==> src/rtl/gpv_pkg.sv <==
package gpv_pkg;

    localparam int N_PORTS  = 4;
    localparam int N_REGS   = 10;
    localparam int OP_W     = $clog2(N_PORTS + N_REGS + 1);
    localparam int GATE_W   = 3;
    localparam int ERR_W    = 4;
    localparam int REG_LO   = N_PORTS + 1;
    localparam int REG_HI   = N_PORTS + N_REGS;

    typedef enum logic [GATE_W-1:0] {
        G_NONE = 3'd0,
        G_AND  = 3'd1,
        G_OR   = 3'd2,
        G_NOT  = 3'd3,
        G_XOR  = 3'd4,
        G_NAND = 3'd5,
        G_BUF  = 3'd6,
        G_XNOR = 3'd7
    } gate_e;

    // Order of the codes is the order in which rules are applied.
    typedef enum logic [ERR_W-1:0] {
        E_OK         = 4'd0,
        E_NO_GATE    = 4'd1,
        E_UNARY_FORM = 4'd2,
        E_BIN_FORM   = 4'd3,
        E_SAME_OPS   = 4'd4,
        E_DST_CLASH  = 4'd5,
        E_OP1_UNDEF  = 4'd6,
        E_OP2_UNDEF  = 4'd7,
        E_REDEF      = 4'd8
    } err_e;

    typedef enum logic {S_IDLE, S_SCAN} scan_st_e;

    typedef struct packed {
        logic [GATE_W-1:0] gate;
        logic [OP_W-1:0]   src1;
        logic [OP_W-1:0]   src2;
        logic [OP_W-1:0]   dst;
    } slot_t;

    // Codes beyond the register range carry no operand.
    function automatic logic op_absent(input logic [OP_W-1:0] code);
        return (code == '0) || (int'(code) > REG_HI);
    endfunction

    function automatic logic gate_unary(input logic [GATE_W-1:0] g);
        return (g == G_NOT) || (g == G_BUF);
    endfunction

endpackage

==> src/rtl/gpv_slot_rules.sv <==
module gpv_slot_rules
    import gpv_pkg::*;
(
    input  slot_t             slot,
    input  logic [N_REGS-1:0] defined,
    output err_e              err,
    output logic [N_REGS-1:0] dst_hot
);

    logic [N_REGS-1:0] s1_hot;
    logic [N_REGS-1:0] s2_hot;
    logic              s1_none, s2_none, d_none, empty_slot, unary;

    generate
        for (genvar r = 0; r < N_REGS; r++) begin : g_hot
            assign s1_hot[r]  = (slot.src1 == OP_W'(REG_LO + r));
            assign s2_hot[r]  = (slot.src2 == OP_W'(REG_LO + r));
            assign dst_hot[r] = (slot.dst  == OP_W'(REG_LO + r));
        end
    endgenerate

    assign s1_none    = op_absent(slot.src1);
    assign s2_none    = op_absent(slot.src2);
    assign d_none     = op_absent(slot.dst);
    assign unary      = gate_unary(slot.gate);
    assign empty_slot = (slot.gate == G_NONE) && s1_none && s2_none && d_none;

    always_comb begin
        err = E_OK;
        if (empty_slot)
            err = E_OK;
        else if (slot.gate == G_NONE)
            err = E_NO_GATE;
        else if (unary && (!s1_none || s2_none || d_none))
            err = E_UNARY_FORM;
        else if (!unary && (s1_none || s2_none || d_none))
            err = E_BIN_FORM;
        else if (!s1_none && !s2_none && (slot.src1 == slot.src2))
            err = E_SAME_OPS;
        else if (|(dst_hot & (s1_hot | s2_hot)))
            err = E_DST_CLASH;
        else if ((|s1_hot) && !(|(s1_hot & defined)))
            err = E_OP1_UNDEF;
        else if ((|s2_hot) && !(|(s2_hot & defined)))
            err = E_OP2_UNDEF;
        else if (|(dst_hot & defined))
            err = E_REDEF;
    end

endmodule

==> src/rtl/gpv_def_tracker.sv <==
module gpv_def_tracker
    import gpv_pkg::*;
(
    input  logic              clk,
    input  logic              rst,
    input  logic              clear,
    input  logic              upd,
    input  logic [N_REGS-1:0] set_mask,
    output logic [N_REGS-1:0] defined
);

    always_ff @(posedge clk) begin
        if (rst || clear)
            defined <= '0;
        else if (upd)
            defined <= defined | set_mask;
    end

endmodule

==> src/rtl/gpv_scan_ctrl.sv <==
module gpv_scan_ctrl
    import gpv_pkg::*;
#(
    parameter int N_SLOTS = 14,
    localparam int IDX_W  = $clog2(N_SLOTS + 1)
) (
    input  logic             clk,
    input  logic             rst,
    input  logic             start,
    input  err_e             slot_err,
    output logic             rd_en,
    output logic [IDX_W-1:0] rd_idx,
    output logic             def_clear,
    output logic             def_upd,
    output logic             done,
    output logic             valid,
    output err_e             err_code,
    output logic [IDX_W-1:0] err_slot
);

    localparam logic [IDX_W-1:0] LAST = IDX_W'(N_SLOTS - 1);

    scan_st_e st;

    assign rd_en     = (st == S_SCAN);
    assign def_clear = start;
    assign def_upd   = (st == S_SCAN) && !start && (slot_err == E_OK);

    always_ff @(posedge clk) begin
        if (rst) begin
            st       <= S_IDLE;
            rd_idx   <= '0;
            done     <= 1'b0;
            valid    <= 1'b0;
            err_code <= E_OK;
            err_slot <= '0;
        end else if (start) begin
            st       <= S_SCAN;
            rd_idx   <= '0;
            done     <= 1'b0;
            valid    <= 1'b0;
            err_code <= E_OK;
            err_slot <= '0;
        end else if (st == S_SCAN) begin
            if (slot_err != E_OK) begin
                st       <= S_IDLE;
                done     <= 1'b1;
                err_code <= slot_err;
                err_slot <= rd_idx + 1'b1;
            end else if (rd_idx == LAST) begin
                st    <= S_IDLE;
                done  <= 1'b1;
                valid <= 1'b1;
            end else begin
                rd_idx <= rd_idx + 1'b1;
            end
        end
    end

endmodule

==> src/rtl/gpv_validator.sv <==
module gpv_validator
    import gpv_pkg::*;
#(
    parameter int N_SLOTS = 14,
    localparam int IDX_W  = $clog2(N_SLOTS + 1)
) (
    input  logic              clk,
    input  logic              rst,
    input  logic              start,
    output logic              rd_en,
    output logic [IDX_W-1:0]  rd_idx,
    input  logic [GATE_W-1:0] rd_gate,
    input  logic [OP_W-1:0]   rd_op1,
    input  logic [OP_W-1:0]   rd_op2,
    input  logic [OP_W-1:0]   rd_dst,
    output logic              done,
    output logic              valid,
    output logic [ERR_W-1:0]  err_code,
    output logic [IDX_W-1:0]  err_slot
);

    slot_t             cur;
    err_e              slot_err;
    err_e              err_q;
    logic [N_REGS-1:0] wr_mask;
    logic [N_REGS-1:0] defined;
    logic              def_clear, def_upd;

    assign cur.gate = rd_gate;
    assign cur.src1 = rd_op1;
    assign cur.src2 = rd_op2;
    assign cur.dst  = rd_dst;

    gpv_slot_rules u_rules (
        .slot    (cur),
        .defined (defined),
        .err     (slot_err),
        .dst_hot (wr_mask)
    );

    gpv_def_tracker u_defs (
        .clk      (clk),
        .rst      (rst),
        .clear    (def_clear),
        .upd      (def_upd),
        .set_mask (wr_mask),
        .defined  (defined)
    );

    gpv_scan_ctrl #(.N_SLOTS(N_SLOTS)) u_ctrl (
        .clk       (clk),
        .rst       (rst),
        .start     (start),
        .slot_err  (slot_err),
        .rd_en     (rd_en),
        .rd_idx    (rd_idx),
        .def_clear (def_clear),
        .def_upd   (def_upd),
        .done      (done),
        .valid     (valid),
        .err_code  (err_q),
        .err_slot  (err_slot)
    );

    assign err_code = err_q;

endmodule

==> config.mk <==
export PLATFORM = sky130hd
export DESIGN_NAME = gpv_validator
export DESIGN_NICKNAME = d
export VERILOG_FILES = /design/src/rtl/gpv_pkg.sv /design/src/rtl/gpv_slot_rules.sv /design/src/rtl/gpv_def_tracker.sv /design/src/rtl/gpv_scan_ctrl.sv /design/src/rtl/gpv_validator.sv
export SDC_FILE = /design/constraint.sdc
export NUM_CORES = 1
export LEC_CHECK = 0
export CORE_MARGIN = 3
export CORE_UTILIZATION = 54
export CTS_CLUSTER_SIZE = 28
export DETAILED_ROUTE_END_ITERATION = 8
export GPL_TIMING_DRIVEN = 0
export PLACE_DENSITY = 0.8
export SLEW_MARGIN = 30
export SYNTH_ARGS = -nofsm -noshare
export SYNTH_HDL_FRONTEND = slang
export SYNTH_SLANG_ARGS = --single-unit
==> constraint.sdc <==
create_clock -name clk -period 3.8 [get_ports clk]
set_input_delay 0.76 -clock clk [delete_from_list [all_inputs] [get_ports clk]]
set_output_delay 0.76 -clock clk [all_outputs]
set_load 0.01 [all_outputs]
==> results of run 1 <==
## per-stage QoR
| stage | cell area [µm²] | instances | setup TNS [ns] | total power [mW] | hold WS, ns |
|---|---|---|---|---|---|
| after detailed placement | 2441 | 334 | -1.463 | 0.4294 | 0.4530 |
| after CTS | 2490 | 338 | 0 | 0.5883 | 0.4700 |
| after global placement | 2441 | 334 | -1.394 | 0.4269 | 0.4449 |
| final | 2504 | 338 | 0 | 0.5889 | 0.4693 |
| after global routing | 2504 | 338 | 0 | 0.6166 | 0.4951 |
| after floorplan | 2083 | 258 | 0 | 0.3788 | 0.4469 |
## cell families (layout without fill, tap and decap cells)
| kind of cell | after synthesis | in the layout | share of synthesized area, % |
|---|---|---|---|
| compound gates | 66 | 66 | 24.99 |
| xor+xnor | 8 | 8 | 3.363 |
| flops | 25 | 25 | 24.02 |
| fa+ha+maj | 2 | 2 | 1.201 |
| buf+inv | 34 | 68 | 7.508 |
| simple gates | 109 | 109 | 32.13 |
| mux | 14 | 14 | 6.787 |
## cells in the mapped netlist (3+ instances only)
| master | number | share of area (%) |
|---|---|---|
| a22oi_1 | 3 | 1.1 |
| nor3_1 | 5 | 1.2 |
| nand4_1 | 3 | 0.90 |
| nand2_1 | 39 | 7.0 |
| nand3b_1 | 4 | 1.4 |
| o21ai_0 | 6 | 1.4 |
| o31ai_1 | 3 | 1.1 |
| nand4b_1 | 13 | 5.5 |
| or3_1 | 4 | 1.2 |
| dfxtp_1 | 25 | 24 |
| inv_1 | 13 | 2.3 |
| xnor2_1 | 6 | 2.5 |
| o31ai_2 | 6 | 3.6 |
| nor4bb_1 | 12 | 5.8 |
| clkbuf_1 | 6 | 1.1 |
| nand3_1 | 10 | 2.4 |
| o21ai_1 | 7 | 1.7 |
| o21a_1 | 5 | 1.8 |
| buf_2 | 11 | 2.6 |
| mux2i_1 | 13 | 6.2 |
| a21oi_1 | 11 | 2.6 |
| a31oi_1 | 4 | 1.2 |
## cell type report
| cell class | instances | area [µm²] | share of cell area, % |
|---|---|---|---|
| sequential | 25 | 500.5 | 19.99 |
| clock buffer | 3 | 41.29 | 1.649 |
| clock inverter | 1 | 7.507 | 0.2999 |
| multi-input combinational | 199 | 1440 | 57.52 |
| inverter | 13 | 48.80 | 1.949 |
| tap | 46 | 57.56 | 2.299 |
| buffer | 21 | 107.6 | 4.298 |
| timing repair buffer | 30 | 300.3 | 11.99 |
## worst reg2reg max path, cell delays in order, from the launching register on
cell	delay, ns
dfxtp_1	0.36
mux2_1	0.30
o221a_1	0.22
nor4_1	0.42
nor3_1	0.17
o31ai_4	0.45
nand3_2	0.21
o311a_1	0.33
## path summary, 6_finish.rpt
check | end | depth (start not counted)
setup / recovery | u_ctrl.rd_idx[2] | 9
hold / removal | u_ctrl.err_code[0] | 2
setup reg to reg | u_ctrl.rd_idx[2] | 7
hold reg to reg | u_ctrl.err_code[0] | 2
## sequential cells by signal (all words and copies together), names as in the netlist
name and count:
u_ctrl.valid 1, u_ctrl.err_slot 4, u_ctrl.rd_en 1, u_ctrl.done 1
u_defs.defined 10, u_ctrl.rd_idx 4, u_ctrl.err_code 4
## layer usage
| layer | GRT usage (%) | up-vias | wire length, µm |
|---|---|---|---|
| met1 | 34.14 | 949 | 2568 |
| met4 | 5.459 | 0 | 51 |
| met3 | 3.612 | 4 | 286 |
| li1 | - | 1042 | - |
| met5 | 0 | - | 0 |
| met2 | 40.43 | 61 | 2476 |
## report_power, final
group	switching, mW	internal (mW)	leakage (nW)
clock	0.0869	0.0744	0.0217
sequential	0.00319	0.265	0.202
combinational	0.0910	0.0686	0.640
==> flow_metrics.tcl, run 1 <==
set metrics [dict create \
    status "finished, final reports clean" \
    finalCritPeriodShare_pct 95.14 \
    ioPinCount 33 \
    vias 2056 \
    grt_pass1_vias 1837 \
    coreArea_mm2 0.003521 \
    cpPeakStageDelay_ns 0.59 \
    io_buffers 30 \
    setup_violations 0 \
    slowest_stage "clkdlybuf4s50_1" \
    n_fill_cell 295 \
    syn_inst 258 \
    synthesis.nets 278 \
    place.gp.congestion 0.9630 \
    initialDrtViolationCount 145 \
    powerDensity_mw_per_mm2 235.2 \
    crit_start "rd_op2[1]" \
    crit_buf_inv 2 \
    grt_usage_pct 24.67 \
    crit_top_cell "nand4b_1" \
    asyncSetResetFlopFracSynth_pct 0 \
    worst-r2r-setup-slack_ns 1.23 \
    clk_pin_slew_worst_paths_ns 0.09 \
    layout_commonest_cell "nand2_1" \
    yosysWarningCount 0 \
    grt_start_max_net_pins 16 \
    cp.required_ns 3.97 \
    path_max_fanout 10 \
    cp-start-kind "input pin" \
    cts_tree "yes" \
    cts.path.max_buffers 2 \
    fmaxAchievable_mhz 276.6 \
    crit_path_cell_trace "clkdlybuf4s50_1 > buf_2 > nand4b_1 > a21oi_1 > nor4b_1 > nand4b_1 > o41ai_4 > nand3_2 > o311a_1" \
    ys_seq_elements 25 \
    syn-cell-area_mm2 0.002083 \
    crit_family "simple AND/OR/NAND/NOR gates" \
    hp-class "reg -> reg" \
    cts_sinks 25 \
    worstReg2RegStart "u_defs.defined[6]" \
    post-dp-hpwl_um 4165 \
    drt_first_pass_iters 4 \
    most-common-layout-cells "nand2_1, clkdlybuf4s50_1, dfxtp_1" \
    grt_setup_unrepaired "no" \
    diodes 0 \
    maxCapViolations 0 \
    post_cts_buffers 0 \
    tightest_slew_ns 0.7209 \
    htreeDepth 1 \
    synth-edff-count 0 \
    cts_resized 0 \
    hold_viol 0 \
    grt_overflow 0 \
    synth_area_per_cell_um2 8.075 \
    cts_root_buf "clkbuf_8" \
    yosysSeqAreaShare_pct 24.02 \
    min_from "u_ctrl.err_code[0]" \
    critPathCaptureType "flop" \
    synthFlopType "dfxtp_1" \
    start_util_pct 59.17 \
    nNetsFinal 313 \
    viasPerCell 6.083 \
    drc_errors 0 \
    antenna_found_initial 0 \
    wl_um 5382 \
    die-area_mm2 0.004639 \
    die_y_um 68.11 \
    detail_route.wl_per_cell_um 15.92 \
    insertion_delay_ns 0.27 \
    cts_buffers 3 \
    final_antenna_net_count 0 \
    fin_crit_ns 3.615 \
    drive_gt1_share_pct 11.30 \
    leakage_nw 0.8642 \
    fp-row-count 21 \
    slew-limit-headroom_pct 51.26 \
    cts_hold_buffers 0 \
    grt_first_pass_wirelength_um 8680 \
    die_w_um 68.11 \
    clock_skew_ns 0.004784 \
    irDropWorstVdd_v 0.0001626 \
    area_growth_pct 20.18 \
    drv_slew 0 \
    pre_cts_ws_ns -0.1876 \
    cp.arrival_ns 3.78 \
    setup_ws_ns 0.1846 \
    synth.distinct_cells 60 \
    final_core_util_pct 71.11 \
    worstSetupPathType "in -> reg" \
]
No activity file was read; power rests on OpenSTA's default activity.
==> run 2, diff against run 1 <==
==> constraint.sdc (replaced) <==
create_clock -name clk -period 3.8 [get_ports clk]
set_input_delay 0.38 -clock clk [delete_from_list [all_inputs] [get_ports clk]]
set_output_delay 0.38 -clock clk [all_outputs]
set_load 0.01 [all_outputs]
==> flow_metrics.tcl, run 2 (same netlist as run 1, synthesis figures left out) <==
set metrics [dict create \
    cp.required_ns 3.97 \
    nNetsFinal 313 \
    powerDensity_mw_per_mm2 236.2 \
    cts_sinks 25 \
    finalCritPeriodShare_pct 89.79 \
    ioPinCount 33 \
    drive_gt1_share_pct 10.96 \
    cp-start-kind "input pin" \
    post_cts_buffers 0 \
    insertion_delay_ns 0.27 \
    setup_violations 0 \
    post-dp-hpwl_um 4165 \
    cts_resized 0 \
    htreeDepth 1 \
    coreArea_mm2 0.003521 \
    cts_tree "yes" \
    start_util_pct 59.17 \
    pre_cts_ws_ns 0.1924 \
    crit_path_cell_trace "clkdlybuf4s50_1 > clkbuf_1 > nor4bb_1 > o21a_1 > a2111oi_1 > nand4b_1 > o41ai_4 > nand3_2 > o311a_1" \
    final_area_mm2 0.002490 \
    timing.hold.ws_ns 0.4692 \
    place_area_mm2 0.002441 \
    cts_hold_buffers 0 \
    antenna_found_initial 0 \
    hp-class "reg -> reg" \
    detail_route.wl_per_cell_um 15.87 \
    final_antenna_net_count 0 \
    critPathCaptureType "flop" \
    slowest_stage "a2111oi_1" \
    setup_tns_ns 0 \
    irDropWorstVdd_v 0.0001639 \
    drt_first_pass_iters 4 \
    fmaxAchievable_mhz 293.1 \
    cts_root_buf "clkbuf_8" \
    crit_family "compound AO/OA/AOI/OAI gates" \
    fin_crit_ns 3.412 \
    hold_viol 0 \
    clock_skew_ns 0.005561 \
    grt_start_max_net_pins 16 \
    vias 2076 \
    place.gp.congestion 0.9630 \
    die-area_mm2 0.004639 \
    slew-limit-headroom_pct 52.99 \
    worstSetupPathType "in -> reg" \
    cp.arrival_ns 3.58 \
    grt_overflow 0 \
    grt_pass1_vias 1837 \
    n_fill_cell 295 \
    diodes 0 \
    cts_buffers 3 \
    power_uw 588.1 \
    drc_errors 0 \
    regMostFlops "u_defs.defined" \
    grt_setup_unrepaired "no" \
    die_y_um 68.11 \
    cts.path.max_buffers 2 \
    path_max_fanout 10 \
    die_w_um 68.11 \
    multi_input_area_mm2 0.001426 \
    io_buffers 30 \
    grt_usage_pct 24.67 \
    most-common-layout-cells "nand2_1, clkdlybuf4s50_1, dfxtp_1" \
    fp-row-count 21 \
    crit_buf_inv 2 \
    largest_reg_flops 10 \
    initialDrtViolationCount 142 \
    area_growth_pct 19.52 \
    leakage_nw 0.8607 \
    setup_ws_ns 0.3880 \
    viasPerCell 6.142 \
    worst-r2r-setup-slack_ns 1.02 \
    grt_first_pass_wirelength_um 8680 \
    drv_slew 0 \
    status "finished, final reports clean" \
    regArea_um2 500.5 \
    layout_commonest_cell "nand2_1" \
    clk_pin_slew_worst_paths_ns 0.09 \
    wl_um 5363 \
    cpPeakStageDelay_ns 0.62 \
    maxCapViolations 0 \
    tightest_slew_ns 0.7033 \
]
==> run 2: where the power goes <==
group          internal, mW  switching (mW)
clock network        0.0745          0.0885
registers             0.265         0.00326
logic                0.0671          0.0898
total                 0.407           0.182
==> run 2: routing by layer <==
metal	up-vias	routed length, µm	track usage (%)
met1	972	2599	34.14
met2	57	2446	40.43
li1	1043	-	-
met4	0	48	5.459
met5	-	0	0
met3	4	268	3.612
==> run 2: path summary, 6_finish.rpt <==
| kind | depth (start not counted) | from | endpoint |
|---|---|---|---|
| min | 2 | u_ctrl.err_code[0] | u_ctrl.err_code[0] |
| min reg2reg | 2 | u_ctrl.err_code[0] | u_ctrl.err_code[0] |
| max | 9 | rd_dst[3] | u_ctrl.rd_idx[2] |
| max reg2reg | 7 | u_defs.defined[6] | u_ctrl.rd_idx[2] |
==> run 2: through the flow <==
| stage | utilization (%) | cells |
|---|---|---|
| floorplan | - | 258 |
| global placement | 69.33 | 334 |
| detailed placement | 69.33 | 334 |
| CTS | 70.72 | 338 |
| global route | 70.72 | 338 |
| finish | 70.72 | 338 |
==> run 2: tightest hold or removal path: stages (launching register included) <==
cell     delay, ns
dfxtp_1       0.32
nand2_1       0.06
a21oi_1       0.05
==> run 2: cell type report <==
type,instances,area share [%]
Clock inverter,1,0.3015
Buffer,21,4.322
Multi-Input combinational cell,199,57.29
Clock buffer,3,1.658
Inverter,13,1.960
Sequential cell,25,20.10
Tap cell,46,2.312
Timing Repair Buffer,30,12.06
==> run 3, diff against run 2 <==
--- a/config.mk
+++ b/config.mk
@@ -12,4 +12,5 @@
 export GPL_TIMING_DRIVEN = 0
 export PLACE_DENSITY = 0.8
+export SKIP_LAST_GASP = 1
 export SLEW_MARGIN = 30
 export SYNTH_ARGS = -nofsm -noshare
==> constraint.sdc (replaced) <==
create_clock -name clk -period 3.8 [get_ports clk]
set_input_delay 0.38 -clock clk [delete_from_list [all_inputs] [get_ports clk]]
set_output_delay 0.38 -clock clk [all_outputs]
set_load 0.1 [all_outputs]
==> results of run 3 <==
The final DEF is identical to that of run 2. Status: finished, final reports clean.
Main changes from that run: total power 0.5881 mW -> 0.6092 mW; worst IR drop on VDD 0.0001639 V -> 0.0001645 V
